`src/rtl/ssp_pkg.sv`:
```
`timescale 1ns/1ps
package ssp_pkg;

    localparam int CNT_W = 8;

    typedef enum logic [1:0] {
        PH_SETUP = 2'd0,
        PH_LOW   = 2'd1,
        PH_HIGH  = 2'd2
    } phase_e;

    typedef struct packed {
        logic [CNT_W-1:0] setup;
        logic [CNT_W-1:0] low;
        logic [CNT_W-1:0] high;
    } profile_t;

    function automatic logic [CNT_W-1:0] phase_len(profile_t p, phase_e ph);
        case (ph)
            PH_SETUP: return p.setup;
            PH_LOW:   return p.low;
            default:  return p.high;
        endcase
    endfunction

endpackage

```
`src/rtl/ssp_timer.sv`:
```
`timescale 1ns/1ps
module ssp_timer
    import ssp_pkg::*;
#(
    parameter int FRAME_BITS = 8,
    parameter int SLOW_SETUP = 3,
    parameter int SLOW_LOW   = 6,
    parameter int SLOW_HIGH  = 3,
    parameter int FAST_SETUP = 1,
    parameter int FAST_LOW   = 2,
    parameter int FAST_HIGH  = 1
) (
    input  logic clk,
    input  logic rst,
    input  logic start,
    input  logic fast,
    output logic busy,
    output logic in_low,
    output logic sample_pulse,
    output logic bit_end,
    output logic frame_end
);
    localparam int IDX_W = (FRAME_BITS > 1) ? $clog2(FRAME_BITS) : 1;
    localparam profile_t SLOW_P = '{setup: CNT_W'(SLOW_SETUP), low: CNT_W'(SLOW_LOW),
                                    high: CNT_W'(SLOW_HIGH)};
    localparam profile_t FAST_P = '{setup: CNT_W'(FAST_SETUP), low: CNT_W'(FAST_LOW),
                                    high: CNT_W'(FAST_HIGH)};

    logic             busy_q;
    profile_t         prof_q;
    phase_e           phase_q;
    logic [CNT_W-1:0] cnt_q;
    logic [IDX_W-1:0] idx_q;
    logic [CNT_W-1:0] cur_len;
    logic             phase_done;

    assign cur_len      = phase_len(prof_q, phase_q);
    assign phase_done   = busy_q && (cnt_q == cur_len - CNT_W'(1));
    assign sample_pulse = phase_done && (phase_q == PH_LOW);
    assign bit_end      = phase_done && (phase_q == PH_HIGH);
    assign frame_end    = bit_end && (idx_q == IDX_W'(FRAME_BITS - 1));
    assign busy         = busy_q;
    assign in_low       = busy_q && (phase_q == PH_LOW);

    always_ff @(posedge clk) begin
        if (rst) begin
            busy_q  <= 1'b0;
            prof_q  <= SLOW_P;
            phase_q <= PH_SETUP;
            cnt_q   <= '0;
            idx_q   <= '0;
        end else if (!busy_q) begin
            if (start) begin
                busy_q  <= 1'b1;
                prof_q  <= fast ? FAST_P : SLOW_P;
                phase_q <= PH_SETUP;
                cnt_q   <= '0;
                idx_q   <= '0;
            end
        end else if (phase_done) begin
            cnt_q <= '0;
            case (phase_q)
                PH_SETUP: phase_q <= PH_LOW;
                PH_LOW:   phase_q <= PH_HIGH;
                default: begin
                    phase_q <= PH_SETUP;
                    idx_q   <= idx_q + IDX_W'(1);
                    if (frame_end) busy_q <= 1'b0;
                end
            endcase
        end else begin
            cnt_q <= cnt_q + CNT_W'(1);
        end
    end

    // the phase counter never runs past the length of its phase
    p_cnt_in_phase_r3: assert property (@(posedge clk) disable iff (rst)
        busy_q |-> (cnt_q < cur_len));

    // the captured profile holds for the whole frame
    p_profile_hold_r10: assert property (@(posedge clk) disable iff (rst)
        (busy_q && !frame_end) |=> $stable(prof_q));

endmodule

```
`src/rtl/ssp_shifter.sv`:
```
`timescale 1ns/1ps
module ssp_shifter #(
    parameter int W = 8
) (
    input  logic         clk,
    input  logic         rst,
    input  logic         load,
    input  logic [W-1:0] load_data,
    input  logic         shift_out,
    input  logic         sample_in,
    input  logic         sd_i,
    output logic         lsb,
    output logic [W-1:0] word
);
    logic [W-1:0] sh_q;

    always_ff @(posedge clk) begin
        if (rst) begin
            sh_q <= '0;
        end else if (load) begin
            sh_q <= load_data;
        end else if (sample_in) begin
            sh_q <= {sd_i, sh_q[W-1:1]};
        end else if (shift_out) begin
            sh_q <= {1'b1, sh_q[W-1:1]};
        end
    end

    assign lsb  = sh_q[0];
    assign word = sh_q;

    // a load captures the written byte
    p_load_capture_r2: assert property (@(posedge clk) disable iff (rst)
        load |=> (word == $past(load_data)));

endmodule

```
`src/rtl/sync_shift_port.sv`:
```
`timescale 1ns/1ps
module sync_shift_port
    import ssp_pkg::*;
#(
    parameter int FRAME_BITS = 8,
    parameter int SLOW_SETUP = 3,
    parameter int SLOW_LOW   = 6,
    parameter int SLOW_HIGH  = 3,
    parameter int FAST_SETUP = 1,
    parameter int FAST_LOW   = 2,
    parameter int FAST_HIGH  = 1
) (
    input  logic                  clk,
    input  logic                  rst,
    input  logic                  bus_wr,
    input  logic [FRAME_BITS-1:0] bus_wdata,
    output logic [FRAME_BITS-1:0] rd_data,
    input  logic                  fast_timing,
    input  logic                  rx_en,
    input  logic                  tx_done_clr,
    input  logic                  rx_done_clr,
    output logic                  tx_done,
    output logic                  rx_done,
    output logic                  irq,
    output logic                  sclk_o,
    output logic                  sd_o,
    output logic                  sd_oe,
    input  logic                  sd_i
);
    logic busy, in_low, sample_pulse, bit_end, frame_end;
    logic tx_go, rx_go, start;
    logic dir_tx_q;
    logic tx_done_q, rx_done_q;
    logic [FRAME_BITS-1:0] rx_buf_q;
    logic [FRAME_BITS-1:0] sh_word;
    logic sh_lsb;

    assign tx_go = bus_wr && !busy;
    assign rx_go = !busy && !bus_wr && rx_en && !rx_done_q;
    assign start = tx_go || rx_go;

    ssp_timer #(
        .FRAME_BITS(FRAME_BITS),
        .SLOW_SETUP(SLOW_SETUP), .SLOW_LOW(SLOW_LOW), .SLOW_HIGH(SLOW_HIGH),
        .FAST_SETUP(FAST_SETUP), .FAST_LOW(FAST_LOW), .FAST_HIGH(FAST_HIGH)
    ) u_timer (
        .clk          (clk),
        .rst          (rst),
        .start        (start),
        .fast         (fast_timing),
        .busy         (busy),
        .in_low       (in_low),
        .sample_pulse (sample_pulse),
        .bit_end      (bit_end),
        .frame_end    (frame_end)
    );

    ssp_shifter #(.W(FRAME_BITS)) u_shift (
        .clk       (clk),
        .rst       (rst),
        .load      (start),
        .load_data (tx_go ? bus_wdata : '0),
        .shift_out (bit_end && dir_tx_q),
        .sample_in (sample_pulse && !dir_tx_q),
        .sd_i      (sd_i),
        .lsb       (sh_lsb),
        .word      (sh_word)
    );

    always_ff @(posedge clk) begin
        if (rst) begin
            dir_tx_q  <= 1'b0;
            tx_done_q <= 1'b0;
            rx_done_q <= 1'b0;
            rx_buf_q  <= '0;
        end else begin
            if (start) dir_tx_q <= tx_go;

            if (frame_end && dir_tx_q)  tx_done_q <= 1'b1;
            else if (tx_done_clr)       tx_done_q <= 1'b0;

            if (frame_end && !dir_tx_q) begin
                rx_done_q <= 1'b1;
                rx_buf_q  <= sh_word;
            end else if (rx_done_clr) begin
                rx_done_q <= 1'b0;
            end
        end
    end

    assign sclk_o  = !in_low;
    assign sd_oe   = busy && dir_tx_q;
    assign sd_o    = sd_oe ? sh_lsb : 1'b1;
    assign rd_data = rx_buf_q;
    assign tx_done = tx_done_q;
    assign rx_done = rx_done_q;
    assign irq     = tx_done_q || rx_done_q;

    // data never changes in the cycle the shift clock falls
    p_data_before_fall_r3: assert property (@(posedge clk) disable iff (rst)
        $fell(sclk_o) |-> $stable(sd_o));

    // the transmit flag rises only as the port goes idle
    p_done_at_idle_r5: assert property (@(posedge clk) disable iff (rst)
        $rose(tx_done) |-> !busy);

    // a set flag holds without a clear
    p_flag_sticky_r7: assert property (@(posedge clk) disable iff (rst)
        (tx_done && !tx_done_clr) |=> tx_done);

    // a frame starts only from a write or an enabled, empty receiver
    p_start_gate_r9: assert property (@(posedge clk) disable iff (rst)
        $rose(busy) |-> ($past(bus_wr) || ($past(rx_en) && !$past(rx_done))));

endmodule

```
`config.mk`:
```
export PLATFORM = sky130hd
export DESIGN_NAME = sync_shift_port
export DESIGN_NICKNAME = d
export VERILOG_FILES = /design/src/rtl/ssp_pkg.sv /design/src/rtl/ssp_timer.sv /design/src/rtl/ssp_shifter.sv /design/src/rtl/sync_shift_port.sv
export SDC_FILE = /design/constraint.sdc
export NUM_CORES = 1
export LEC_CHECK = 0
export BUFFER_PORTS_ARGS = -buffer_cell sky130_fd_sc_hd__buf_4
export CAP_MARGIN = 20
export CORE_MARGIN = 5
export CORE_UTILIZATION = 49
export DETAILED_ROUTE_END_ITERATION = 16
export GPL_TIMING_DRIVEN = 0
export PLACE_DENSITY = 0.72
export SYNTH_ARGS = -nofsm -noshare
export SYNTH_HDL_FRONTEND = slang
export SYNTH_SLANG_ARGS = --single-unit
export TNS_END_PERCENT = 50
```
`constraint.sdc`:
```
create_clock -name clk -period 1.9 [get_ports clk]
set_input_delay 0.38 -clock clk [delete_from_list [all_inputs] [get_ports clk]]
set_output_delay 0.38 -clock clk [all_outputs]
set_load 0.02 [all_outputs]
```
Word-level counts from Yosys, hierarchy flattened
Index checks and enable logic that the tools add are counted.
Storage, ports and cells
  flip-flop bits (word level): 57
  output and inout bits: 14
  logic and storage cells: 79
Operators by class
  add/sub/neg operators: 3
  eq/ne operators: 6
  mux-type cells: 27
  bitwise logic cells: 1
  reduce and logical (&&, ||, !) cells: 30
Operator list (number)
  two-way mux 8 bit: 7
  two-way mux 18 bit: 1
  one-hot mux 8 bit (2 select lines): 1
  logical AND 1 bit: 14
  two-way mux 3 bit: 4
  two-way mux 1 bit: 10
  adder 8 x 1 -> 8 bit, second input constant: 1
  equality test 8 bit: 1
  subtractor 8 x 1 -> 8 bit, second input constant: 1
  two-way mux 2 bit: 3
  nonzero test 2 bit: 3
  zero test 1 bit: 5
  inequality test 2 bit, second input constant: 2
  one-hot mux 2 bit (2 select lines): 1
  AND reduction 2 bit: 2
  adder 3 x 1 -> 3 bit, second input constant: 1
  equality test 3 bit, second input constant: 1
  AND reduction 3 bit: 1
  nonzero test 3 bit: 1
  equality test 2 x 1 -> 1 bit, second input constant: 1
  equality test 2 bit, second input constant: 1
  zero test 2 bit: 1
  logical OR 1 bit: 2
  OR reduction 2 bit: 1
  inverter 1 bit: 1

Logic depth before layout (Yosys ltp)
Gate-level depths: netlist of the first run.
  depth in word-level cells: 11
  gate-level depth with buffers: 8

Modules after synthesis
A second synthesis of the first run with hierarchy kept.
Unflattened totals
  cell total of the unflattened synthesis: 210
  area total of the unflattened synthesis: 1761.7 um^2
Modules (own cells, without submodules)
  ssp_timer: instances 1, cells an instance 97, area each 830.8 um^2
  sync_shift_port: instances 1, cells an instance 66, area each 503.0 um^2
  ssp_shifter: instances 1, cells an instance 47, area each 427.9 um^2

Least setup slack after synthesis of the first run
OpenSTA, ideal clock, no wires.
  path kind: reg-to-reg
  start: reg u_timer.cnt_q[3]
  end: reg rx_buf_q[0], in the netlist rd_data[0]
  library setup time: 119 ps
  arrival: 1921 ps
  required time: 1781 ps
  path slack: -140 ps
  stages on the path, launching flop included: 7
  buffers on the path: 1
  clock period less this slack: 2040 ps
  cells stage by stage: dfxtp_1 -> or4_1 -> a211oi_2 -> nand2_2 -> or4_1 -> buf_6 -> mux2i_1
On the way
  longest elaborated chain between the ends: 5
RTL lines
  from (decl): line ssp_timer.sv:32  | logic [CNT_W-1:0] cnt_q;
  from (signal assigned): line ssp_timer.sv:72  | cnt_q <= cnt_q + CNT_W'(1);
  equality test 8 bit: line ssp_timer.sv:38  | assign phase_done = busy_q && (cnt_q == cur_len - CNT_W'(1));
  logical AND 1 bit: line ssp_timer.sv:38
  logical AND 1 bit: line ssp_timer.sv:40  | assign bit_end = phase_done && (phase_q == PH_HIGH);
  logical AND 1 bit: line ssp_timer.sv:41  | assign frame_end = bit_end && (idx_q == IDX_W'(FRAME_BITS - 1));
  logical AND 1 bit: line sync_shift_port.sv:82  | if (frame_end && !dir_tx_q) begin
  to (signal assigned): line sync_shift_port.sv:84  | rx_buf_q <= sh_word;
  to (decl): line sync_shift_port.sv:34  | logic [FRAME_BITS-1:0] rx_buf_q;
No other way between the ends.
A chain may end at the register's enable or synchronous reset.

Worst setup path in the final report of the first run
  start: reg u_timer.cnt_q[6]
  end: reg rx_buf_q[4], in the netlist rd_data[4]
The elaborated chain is that of the path after synthesis.

==> summary.md, run 1 <==
| Metric | Value |
|---|---|
| Number of max-cap violations | `0` |
| Std-Cell Rows | `21` |
| CTS tree | `done` |
| VDD IR-drop max | `414 uV` |
| Crit-path max FO | `7` |
| Cells taking the most area after synthesis | `dfxtp_1 (40%), nand2_1 (7.7%), mux2i_1 (6.5%)` |
| Leak | `0.927 nW` |
| Post-Synthesis Cell Area | `1710 um2` |
| Status | `complete, but fails checks` |
| Detail Placement HPWL | `2860 um` |
| Chip height | `69.0 um` |
| Synth Flop Type | `dfxtp_1` |
| Clock power share | `32.5%` |
| DRC Markers | `0` |
| Skew final | `0.0128 ns` |
| Type of the most critical hold path | `input pin to register` |
| Nets@finish | `258` |
| Routed WL | `4180 um` |
| Failing checks | `negative setup slack` |
| Post-Synthesis Cells | `200` |
| Period utilization | `108%` |
| # diodes | `0` |
| Setup WS post-layout | `-0.157 ns` |
| GRT overflow | `0` |
| Port Buffers | `28` |
| Post-synth net total | `219` |
| Slew Viols, Final | `0` |
| Syn avg cell area | `8.53 um2` |
| Post-place setup slack | `-0.272 ns` |
| Largest net degree at the start of global routing | `11` |
| First-pass GRT wire length | `6920 um` |
| Final ANT Viol Nets | `0` |
| WL per Instance | `14.6 um` |
| Post-synthesis register bit count | `34` |
| Register area share after synthesis | `39.9%` |
| Clock latency on the worst-skew pair | `0.34 ns` |
| P_sw | `0.440 mW` |
| Initial antenna violation count | `0` |
| Chip width | `69.0 um` |
| CP Launch Type | `register` |
| Synth area leader | `dfxtp_1` |
| CTS buffer count | `5` |
| Most common cell after layout, fill and taps aside | `nand2_1` |
| Synth top area share | `39.9%` |
| Clock transition at path regs | `0.11 ns` |
| Final min period | `2.06 ns` |
| Core area | `3360 um2` |
| Clock Root Buffer | `clkbuf_4` |
| Final hold violations | `0` |
| Setup CP Type | `register to register` |
| Comb power frac | `17.9%` |
| Netlist cell types | `42` |
| GP Congestion | `0.823` |
| Commonest cells after routing, fill and taps aside | `nand2_1 (35), buf_4 (34), dfxtp_1 (28)` |
| Clk buf depth | `2` |
| Post-synth EDFFs | `0` |
| Vias per cell | `5.59` |
| Nature of the critical path endpoint | `register` |
| Pwr dens | `697 nW/um2` |
| Switching Fraction | `28.5%` |
| Design Area, Final | `2220 um2` |
| Multi-input logic area | `1030 um2` |
| Placed Instances | `274` |
| Peak Freq | `0.486 GHz` |
| H-tree Lvls | `2` |
| Req. time, crit path | `2.14 ns` |
| Non-Filler Instances | `286` |
| Seq pwr share | `49.6%` |
| Measured slew at the worst slew-check pin | `0.519 ns` |
| Worst EP arrival | `2.30 ns` |
| Vias in the first global route | `1478` |
| Initial DRC Count | `95` |
| Initial Utilization | `50.7%` |
| Top Ports | `30` |
| Via Count | `1598` |
| Total Routing Usage GR | `19.7%` |
| FF+latch area | `688 um2` |
| Yosys warning total | `0` |
| Final-report setup violation count | `19` |
| Filler instances | `300` |
| Layout cells sized above 1 | `31.3%` |
| Clock sink count | `34` |
| 1st-pass router iterations | `5` |
| CTS Hold Bufs | `0` |
| Final core occ | `66.0%` |
| Die area | `4760 um2` |
| Internal power | `1.11 mW` |
| Cell Area, Placed | `1970 um2` |
| Asr flop ratio synth | `0%` |
| Syn-to-layout area delta | `30.2%` |
| Slew Limit Headroom | `65.4%` |
| RSZ-0062 raised after global routing | `true` |
==> through the flow <==
stage / setup TNS (ns) / hold WS [ns] / power, mW
after floorplan: -1.22 / 0.435 / 0.926
after global placement: -5.78 / 0.447 / 0.998
after detailed placement: -5.94 / 0.453 / 1.00
after CTS: -2.05 / 0.245 / 1.53
after global routing: -3.96 / 0.225 / 1.62
final: -1.94 / 0.247 / 1.55
==> routing by layer <==
layer	GRT usage (%)	up-vias	wire, um
met2	29.2	39	1930
met5	0	-	0
li1	-	803	-
met3	5.51	6	188
met4	6.33	0	57
met1	27.4	750	2010
==> synthesized netlist by cell type (2+ instances only) <==
cell type,n
a211oi_1,4
o31a_1,4
nand4b_1,2
inv_1,10
nand2_1,35
ha_1,3
nor2b_1,2
o211ai_1,3
clkbuf_1,11
and2_1,2
and3_1,4
or4_1,2
nor3_1,3
nand3_1,6
a21oi_1,8
mux2i_1,11
o41ai_1,7
nand4_1,4
buf_2,2
nand2b_1,3
xor2_1,3
nor2_1,8
dfxtp_1,34
o311ai_0,3
o21ai_0,3
a221oi_1,7
==> cell type report <==
type	instances	share of cell area, %
buffer	14	3.94
clock buffer	8	3.55
inverter	11	1.86
multi-input combinational	141	46.3
sequential	34	31.0
tap	46	2.59
timing repair buffer	32	10.8
==> what timing repair did <==
action                                  in CTS  in global routing
endpoints found under the setup margin      31                 30
pin swaps                                    6                  1
gates resized for setup                     22                 23
buffers inserted                             2                  1
gates cloned                                 0                  1
==> final timing paths <==
kind,slack (ns),start,to,cells after the start
setup / recovery,-0.16,u_timer.cnt_q[6],rd_data[4],6
hold / removal,0.25,fast_timing,u_timer.prof_q[17],2
setup reg to reg,-0.16,u_timer.cnt_q[6],rd_data[4],6
hold reg to reg,0.46,rd_data[7],rd_data[7],2
==> critical path, cell delays in order, from the launching register on <==
cell,delay [ns]
dfxtp_2,0.34
or4_4,0.54
a211oi_4,0.23
nand2_4,0.12
or4_4,0.45
buf_4,0.18
mux2i_1,0.11
==> power groups by stage <==
stage / clock (mW) / combinational (mW) / sequential, mW
final: 0.504 / 0.277 / 0.767
after global routing: 0.546 / 0.304 / 0.771
after CTS: 0.507 / 0.253 / 0.765
after detailed placement: 0 / 0.222 / 0.780
after global placement: 0 / 0.219 / 0.779
after floorplan: 0 / 0.153 / 0.772
==> registers in the layout (all words and copies together), names as in the netlist <==
| signal | count |
|---|---|
| rd_data | 8 |
| u_shift.word | 8 |
| u_timer.phase_q | 2 |
| u_timer.prof_q | 1 |
| u_timer.cnt_q | 8 |
| rx_done | 1 |
| dir_tx_q | 1 |
| u_timer.busy | 1 |
| tx_done | 1 |
| u_timer.idx_q | 3 |
==> kinds of logic (layout without fill, tap and decap cells) <==
group                    after synthesis  after routing  share of synthesized area [%]
AND/OR/NAND/NOR                       77             77                           22.5
buffers and inverters                 25             65                           6.09
adder cells (fa/ha/maj)                3              3                           2.20
XOR/XNOR                               4              4                           2.05
flip-flops                            34             34                           39.9
AO/OA/AOI/OAI                         45             45                           20.2
multiplexers                          12             12                           7.12
No activity file was read; power rests on OpenSTA's default activity.
==> inputs of run 2 (changes only) <==
- PLACE_DENSITY: 0.72 -> 0.75
==> summary.md, run 2 (same netlist as run 1, synthesis figures left out) <==
| Metric | Value |
|---|---|
| Vias in the first global route | `1514` |
| Skew final | `0.0183 ns` |
| Commonest cells after routing, fill and taps aside | `buf_4 (44), nand2_1 (34), dfxtp_1 (26)` |
| Slowest-stage cell, CP | `or4_4` |
| GRT overflow | `0` |
| Design Area, Final | `2360 um2` |
| CP top delay family | `simple AND/OR/NAND/NOR gates` |
| Crit-path max FO | `6` |
| Req. time, crit path | `2.15 ns` |
| Top cell by count, worst path | `or4_4` |
| Failing checks | `negative setup slack` |
| Period utilization | `107%` |
| Slew Viols, Final | `0` |
| WL per Instance | `16.4 um` |
| Final hold violations | `0` |
| CP max stage delay | `0.54 ns` |
| # diodes | `0` |
| Status | `complete, but fails checks` |
| Leak | `0.991 nW` |
| Chip width | `69.0 um` |
| Detail Placement HPWL | `3060 um` |
| Syn-to-layout area delta | `38.4%` |
| Die area | `4760 um2` |
| Clock Root Buffer | `clkbuf_4` |
| H-tree Lvls | `2` |
| Core area | `3360 um2` |
| Slew Limit Headroom | `62.0%` |
| Measured slew at the worst slew-check pin | `0.570 ns` |
| GP Congestion | `0.834` |
| Worst EP arrival | `2.27 ns` |
| CTS buffer count | `5` |
| Via Count | `1677` |
| 1st-pass router iterations | `4` |
| RSZ-0062 raised after global routing | `true` |
| Nets@finish | `265` |
| Peak Freq | `0.494 GHz` |
| CTS tree | `done` |
| Clock transition at path regs | `0.11 ns` |
| Final-report setup violation count | `21` |
| First-pass GRT wire length | `7180 um` |
| VDD IR-drop max | `426 uV` |
| Setup CP Type | `register to register` |
| Top Ports | `30` |
| Final min period | `2.02 ns` |
| Clk buf depth | `2` |
| Number of max-cap violations | `0` |
| Worst-path cell chain | `or4_4 > a211oi_4 > nand2_4 > or4_4 > buf_4 > mux2i_1` |
| Std-Cell Rows | `21` |
| Total Routing Usage GR | `20.4%` |
| CP Launch Type | `register` |
| Final ANT Viol Nets | `0` |
| Chip height | `69.0 um` |
| Initial DRC Count | `134` |
| Cell Area, Placed | `1970 um2` |
| WHS | `0.246 ns` |
| Routed WL | `4820 um` |
| Port Buffers | `28` |
| Crit path buf inv count | `1` |
| Most common cell after layout, fill and taps aside | `buf_4` |
| Clock latency on the worst-skew pair | `0.35 ns` |
| Clock sink count | `34` |
| Nature of the critical path endpoint | `register` |
| Vias per cell | `5.72` |
| Initial antenna violation count | `0` |
| Largest net degree at the start of global routing | `12` |
| Layout cells sized above 1 | `36.8%` |
| DRC Markers | `0` |
| Pwr dens | `759 nW/um2` |
| Setup WS post-layout | `-0.124 ns` |
| Type of the most critical hold path | `input pin to register` |
| Initial Utilization | `50.7%` |
-- run 2: final cells by class --
type                    count  area, um2
repair buffers             41        308
clock inverters             2       60.1
plain buffers              12       68.8
well taps                  46       57.6
multi-input cells         141       1070
fillers                   291       1000
flip-flops and latches     34        696
inverters                  11       45.0
clock buffers               6       51.3
-- run 2: per-stage QoR --
step | setup slack (ns) | cells | utilization [%] | TNS, ns | power [mW]
final | -0.124 | 293 | 70.2 | -1.48 | 1.79
after global routing | -0.194 | 293 | 70.2 | -2.96 | 1.87
after CTS | -0.144 | 288 | 65.9 | -1.59 | 1.74
after detailed placement | -0.287 | 274 | 58.7 | -5.56 | 1.00
after global placement | -0.287 | 274 | 58.7 | -5.86 | 0.997
after floorplan | -0.108 | 200 | - | -1.22 | 0.926
-- run 2: final timing paths --
check                   start                  to  slack, ns  depth (start not counted)
max          u_timer.cnt_q[6]          rd_data[4]      -0.12                          6
min               fast_timing  u_timer.prof_q[17]       0.25                          2
max reg2reg  u_timer.cnt_q[6]          rd_data[4]      -0.12                          6
min reg2reg        rd_data[0]          rd_data[0]       0.47                          2
-- run 2: worst reg2reg max path: stages (launching register included) --
cell      delay, ns
dfxtp_2        0.33
or4_4          0.54
a211oi_4       0.22
nand2_4        0.11
or4_4          0.45
buf_4          0.19
mux2i_1        0.11
-- run 2: timing repair --
item,CTS,global route
gates resized for setup,25,31
setup endpoints to repair,31,33
cloned,1,0
buffers inserted,6,6
hold buffers,0,0
pin swaps,8,3
-- run 2: where the power goes --
group          switching [mW]  leakage [nW]  internal, mW  total, mW
registers              0.0314         0.281         0.738      0.769
logic                   0.181         0.652         0.134      0.315
clock network           0.263        0.0585         0.446      0.708
total                   0.475         0.991          1.32       1.79
-- run 2: routing by layer --
metal | track usage [%] | share of wire, %
met1 | 28.6 | 45
met2 | 30.4 | 47
met3 | 4.21 | 7.3
met4 | 8.27 | 0.71
met5 | 0 | 0
==> inputs of run 3 (changes only) <==
- CORE_UTILIZATION: 49 -> 50
- PLACE_DENSITY: 0.75 -> 0.73
- SYNTH_HIERARCHICAL: not set -> 1
- clock period: 1.9 -> 2.2 ns (I/O delays scaled with it)
==> summary.md, run 3 <==
| Metric | Value |
|---|---|
| CP max stage delay | `0.36 ns` |
| Post-synthesis register bit count | `34` |
| VDD IR-drop max | `311 uV` |
| Slowest-stage cell, CP | `dfxtp_4` |
| Vias per cell | `5.47` |
| Clock Root Buffer | `clkbuf_4` |
| 1st-pass router iterations | `4` |
| Number of max-cap violations | `0` |
| Crit-path max FO | `10` |
| Syn-to-layout area delta | `36.6%` |
| R2R cell count | `9` |
| Pwr dens | `536 nW/um2` |
| Final ANT Viol Nets | `0` |
| Nets@finish | `280` |
| Largest net degree at the start of global routing | `13` |
| Asr flop ratio synth | `0%` |
| RSZ-0062 raised after global routing | `true` |
| CP Launch Type | `register` |
| Most common cell after layout, fill and taps aside | `buf_4` |
| DRC Markers | `0` |
| Worst-path cell chain | `nand2b_4 > a211o_1 > nand2_2 > nor3_4 > and3b_1 > and2_1 > buf_6 > or2_4 > a2111oi_4` |
| Register area share after synthesis | `38.6%` |
| Nature of the critical path endpoint | `register` |
| Detail Placement HPWL | `2690 um` |
| Worst R2R Start | `u_timer/phase_q[1]` |
| Final min period | `2.23 ns` |
| Leak | `0.933 nW` |
| Most common cell in the netlist | `dfxtp_1` |
| Clock transition at path regs | `0.11 ns` |
| Type of the most critical hold path | `input pin to register` |
| Post-synth net total | `229` |
| Filler instances | `305` |
| Worst EP arrival | `2.46 ns` |
| Std-Cell Rows | `21` |
| Initial antenna violation count | `0` |
| Chip height | `69.4 um` |
| WHS | `0.349 ns` |
| Via Count | `1684` |
| Slew Limit Headroom | `52.0%` |
| Worst Hold Depth | `3` |
| Final-report setup violation count | `6` |
| Synth Flop Type | `dfxtp_1` |
| Clock latency on the worst-skew pair | `0.34 ns` |
| Multi-input logic area | `1160 um2` |
| Req. time, crit path | `2.43 ns` |
| First-pass GRT wire length | `7060 um` |
| H-tree Lvls | `2` |
| Port Buffers | `29` |
| Start point of the worst hold path | `rx_done_clr` |
| # diodes | `0` |
| FF+latch area | `692 um2` |
| R2r endpoint | `u_shift/word[4]` |
| Commonest cells post-synth | `dfxtp_1 (34), nand2_1 (25), a21oi_1 (22)` |
| Clock sink count | `34` |
| GP Congestion | `0.791` |
| Measured slew at the worst slew-check pin | `0.716 ns` |
| Failing checks | `negative setup slack` |
| Cells taking the most area after synthesis | `dfxtp_1 (39%), a21oi_1 (6.3%), nand2_1 (5.3%)` |
| Setup WS post-layout | `-0.0266 ns` |
| Final core occ | `71.5%` |
| CTS tree | `done` |
| Total Routing Usage GR | `17.6%` |
| Yosys warning total | `6` |
| Hold EP | `rx_done` |
| Syn avg cell area | `8.39 um2` |
| Period utilization | `101%` |
| Commonest cells after routing, fill and taps aside | `buf_4 (43), dfxtp_1 (29), a21oi_1 (19)` |
| R2R setup slack | `-0.03 ns` |
| Top Ports | `30` |
| WL per Instance | `14.2 um` |
| Status | `complete, but fails checks` |
| Post-Synthesis Cells | `210` |
| CTS buffer count | `5` |
| Post-Synthesis Cell Area | `1760 um2` |
| Initial Utilization | `52.4%` |
| Chip width | `69.4 um` |
| Vias in the first global route | `1575` |
| Initial DRC Count | `85` |
| Skew final | `0.00917 ns` |
| Clk buf depth | `2` |
| Routed WL | `4360 um` |
| Synth area leader | `dfxtp_1` |
| Final hold violations | `0` |
| Post-synth EDFFs | `0` |
| Setup CP Type | `register to register` |
| Die area | `4810 um2` |
| Core area | `3360 um2` |
| Layout cells sized above 1 | `35.9%` |
| Synth top area share | `38.6%` |
| Slew Viols, Final | `0` |
| GRT overflow | `0` |
| Peak Freq | `0.449 GHz` |
| Netlist cell types | `45` |
==> run 3: changes by cell type after synthesis, sizes merged, moves of 6 or more <==
cell and change:
nor2 +8, mux2i -11, nor2b +9, and2 +9, a2111oi +6, nand2 -11
o41ai -6, a21oi +15, clkbuf -7, nor4 +10, a221oi -7
==> run 3: metrics by stage <==
stage / power [mW] / TNS (ns) / cell area, um2 / instances / worst slack (ns)
after floorplan: 0.805 / 0 / 1780 / 210 / 0.00767
after global placement: 0.865 / -2.05 / 2050 / 285 / -0.224
after detailed placement: 0.867 / -2.55 / 2050 / 285 / -0.286
after CTS: 1.25 / -0.00323 / 2180 / 299 / -0.00323
after global routing: 1.36 / -0.836 / 2410 / 308 / -0.100
final: 1.29 / -0.0801 / 2410 / 308 / -0.0266
==> run 3: metal layers <==
| layer | vias up | global-route usage (%) | wire, um |
|---|---|---|---|
| li1 | 851 | - | - |
| met1 | 793 | 22.2 | 2000 |
| met2 | 33 | 28.0 | 2090 |
| met3 | 7 | 4.78 | 198 |
| met4 | 0 | 7.38 | 70 |
| met5 | - | 0 | 0 |
==> run 3: how the worst max path moves through the flow <==
stage	from	slack, ns	endpoint
after global routing	u_timer/phase_q[1]	-0.10	u_shift/word[3]
after CTS	u_timer/cnt_q[5]	-0.003	rd_data[3]
after detailed placement	u_timer/phase_q[0]	-0.29	u_shift/word[5]
after floorplan	u_timer/phase_q[0]	0.008	u_shift/word[6]
after global placement	u_timer/phase_q[0]	-0.22	u_shift/word[0]
final	u_timer/phase_q[1]	-0.03	u_shift/word[4]
==> run 3: what timing repair did <==
action / 4_1_cts / 5_1_grt
cloned: 0 / 1
resized for setup: 8 / 32
hold buffers: 0 / 0
endpoints found under the setup margin: 16 / 16
pin swaps: 10 / 8
setup buffers: 6 / 8
==> run 3: cells by family after synthesis <==
| group | count (synthesis) | share of synthesized area (%) |
|---|---|---|
| and+or+nand+nor | 106 | 34.4 |
| AOI/OAI and AO/OA | 47 | 17.7 |
| DFF | 34 | 38.6 |
| buffers and inverters | 16 | 5.11 |
| xor gates and xnor gates | 4 | 1.99 |
| adders and majority gates | 3 | 2.13 |
==> run 3: final cells by class <==
cell class              count  area share [%]
repair buffers             44            14.0
clock inverters             1           0.208
clock buffers               7            2.29
well taps                  46            2.39
plain buffers              10            3.07
inverters                   6           0.936
multi-input cells         160            48.3
flip-flops and latches     34            28.8
==> run 3: critical path: cells and delay by family, from the launching register on <==
family / cells / cell delay, ns
flip-flops: 1 / 0.36
AO/OA/AOI/OAI: 2 / 0.67
buffers and inverters: 1 / 0.14
AND/OR/NAND/NOR: 6 / 0.96
==> run 3: power breakdown <==
group          internal [mW]  leakage [nW]  switching [mW]  total, mW
Clock                  0.155        0.0353           0.210      0.364
Sequential             0.636         0.279          0.0318      0.668
Combinational          0.116         0.618           0.140      0.257
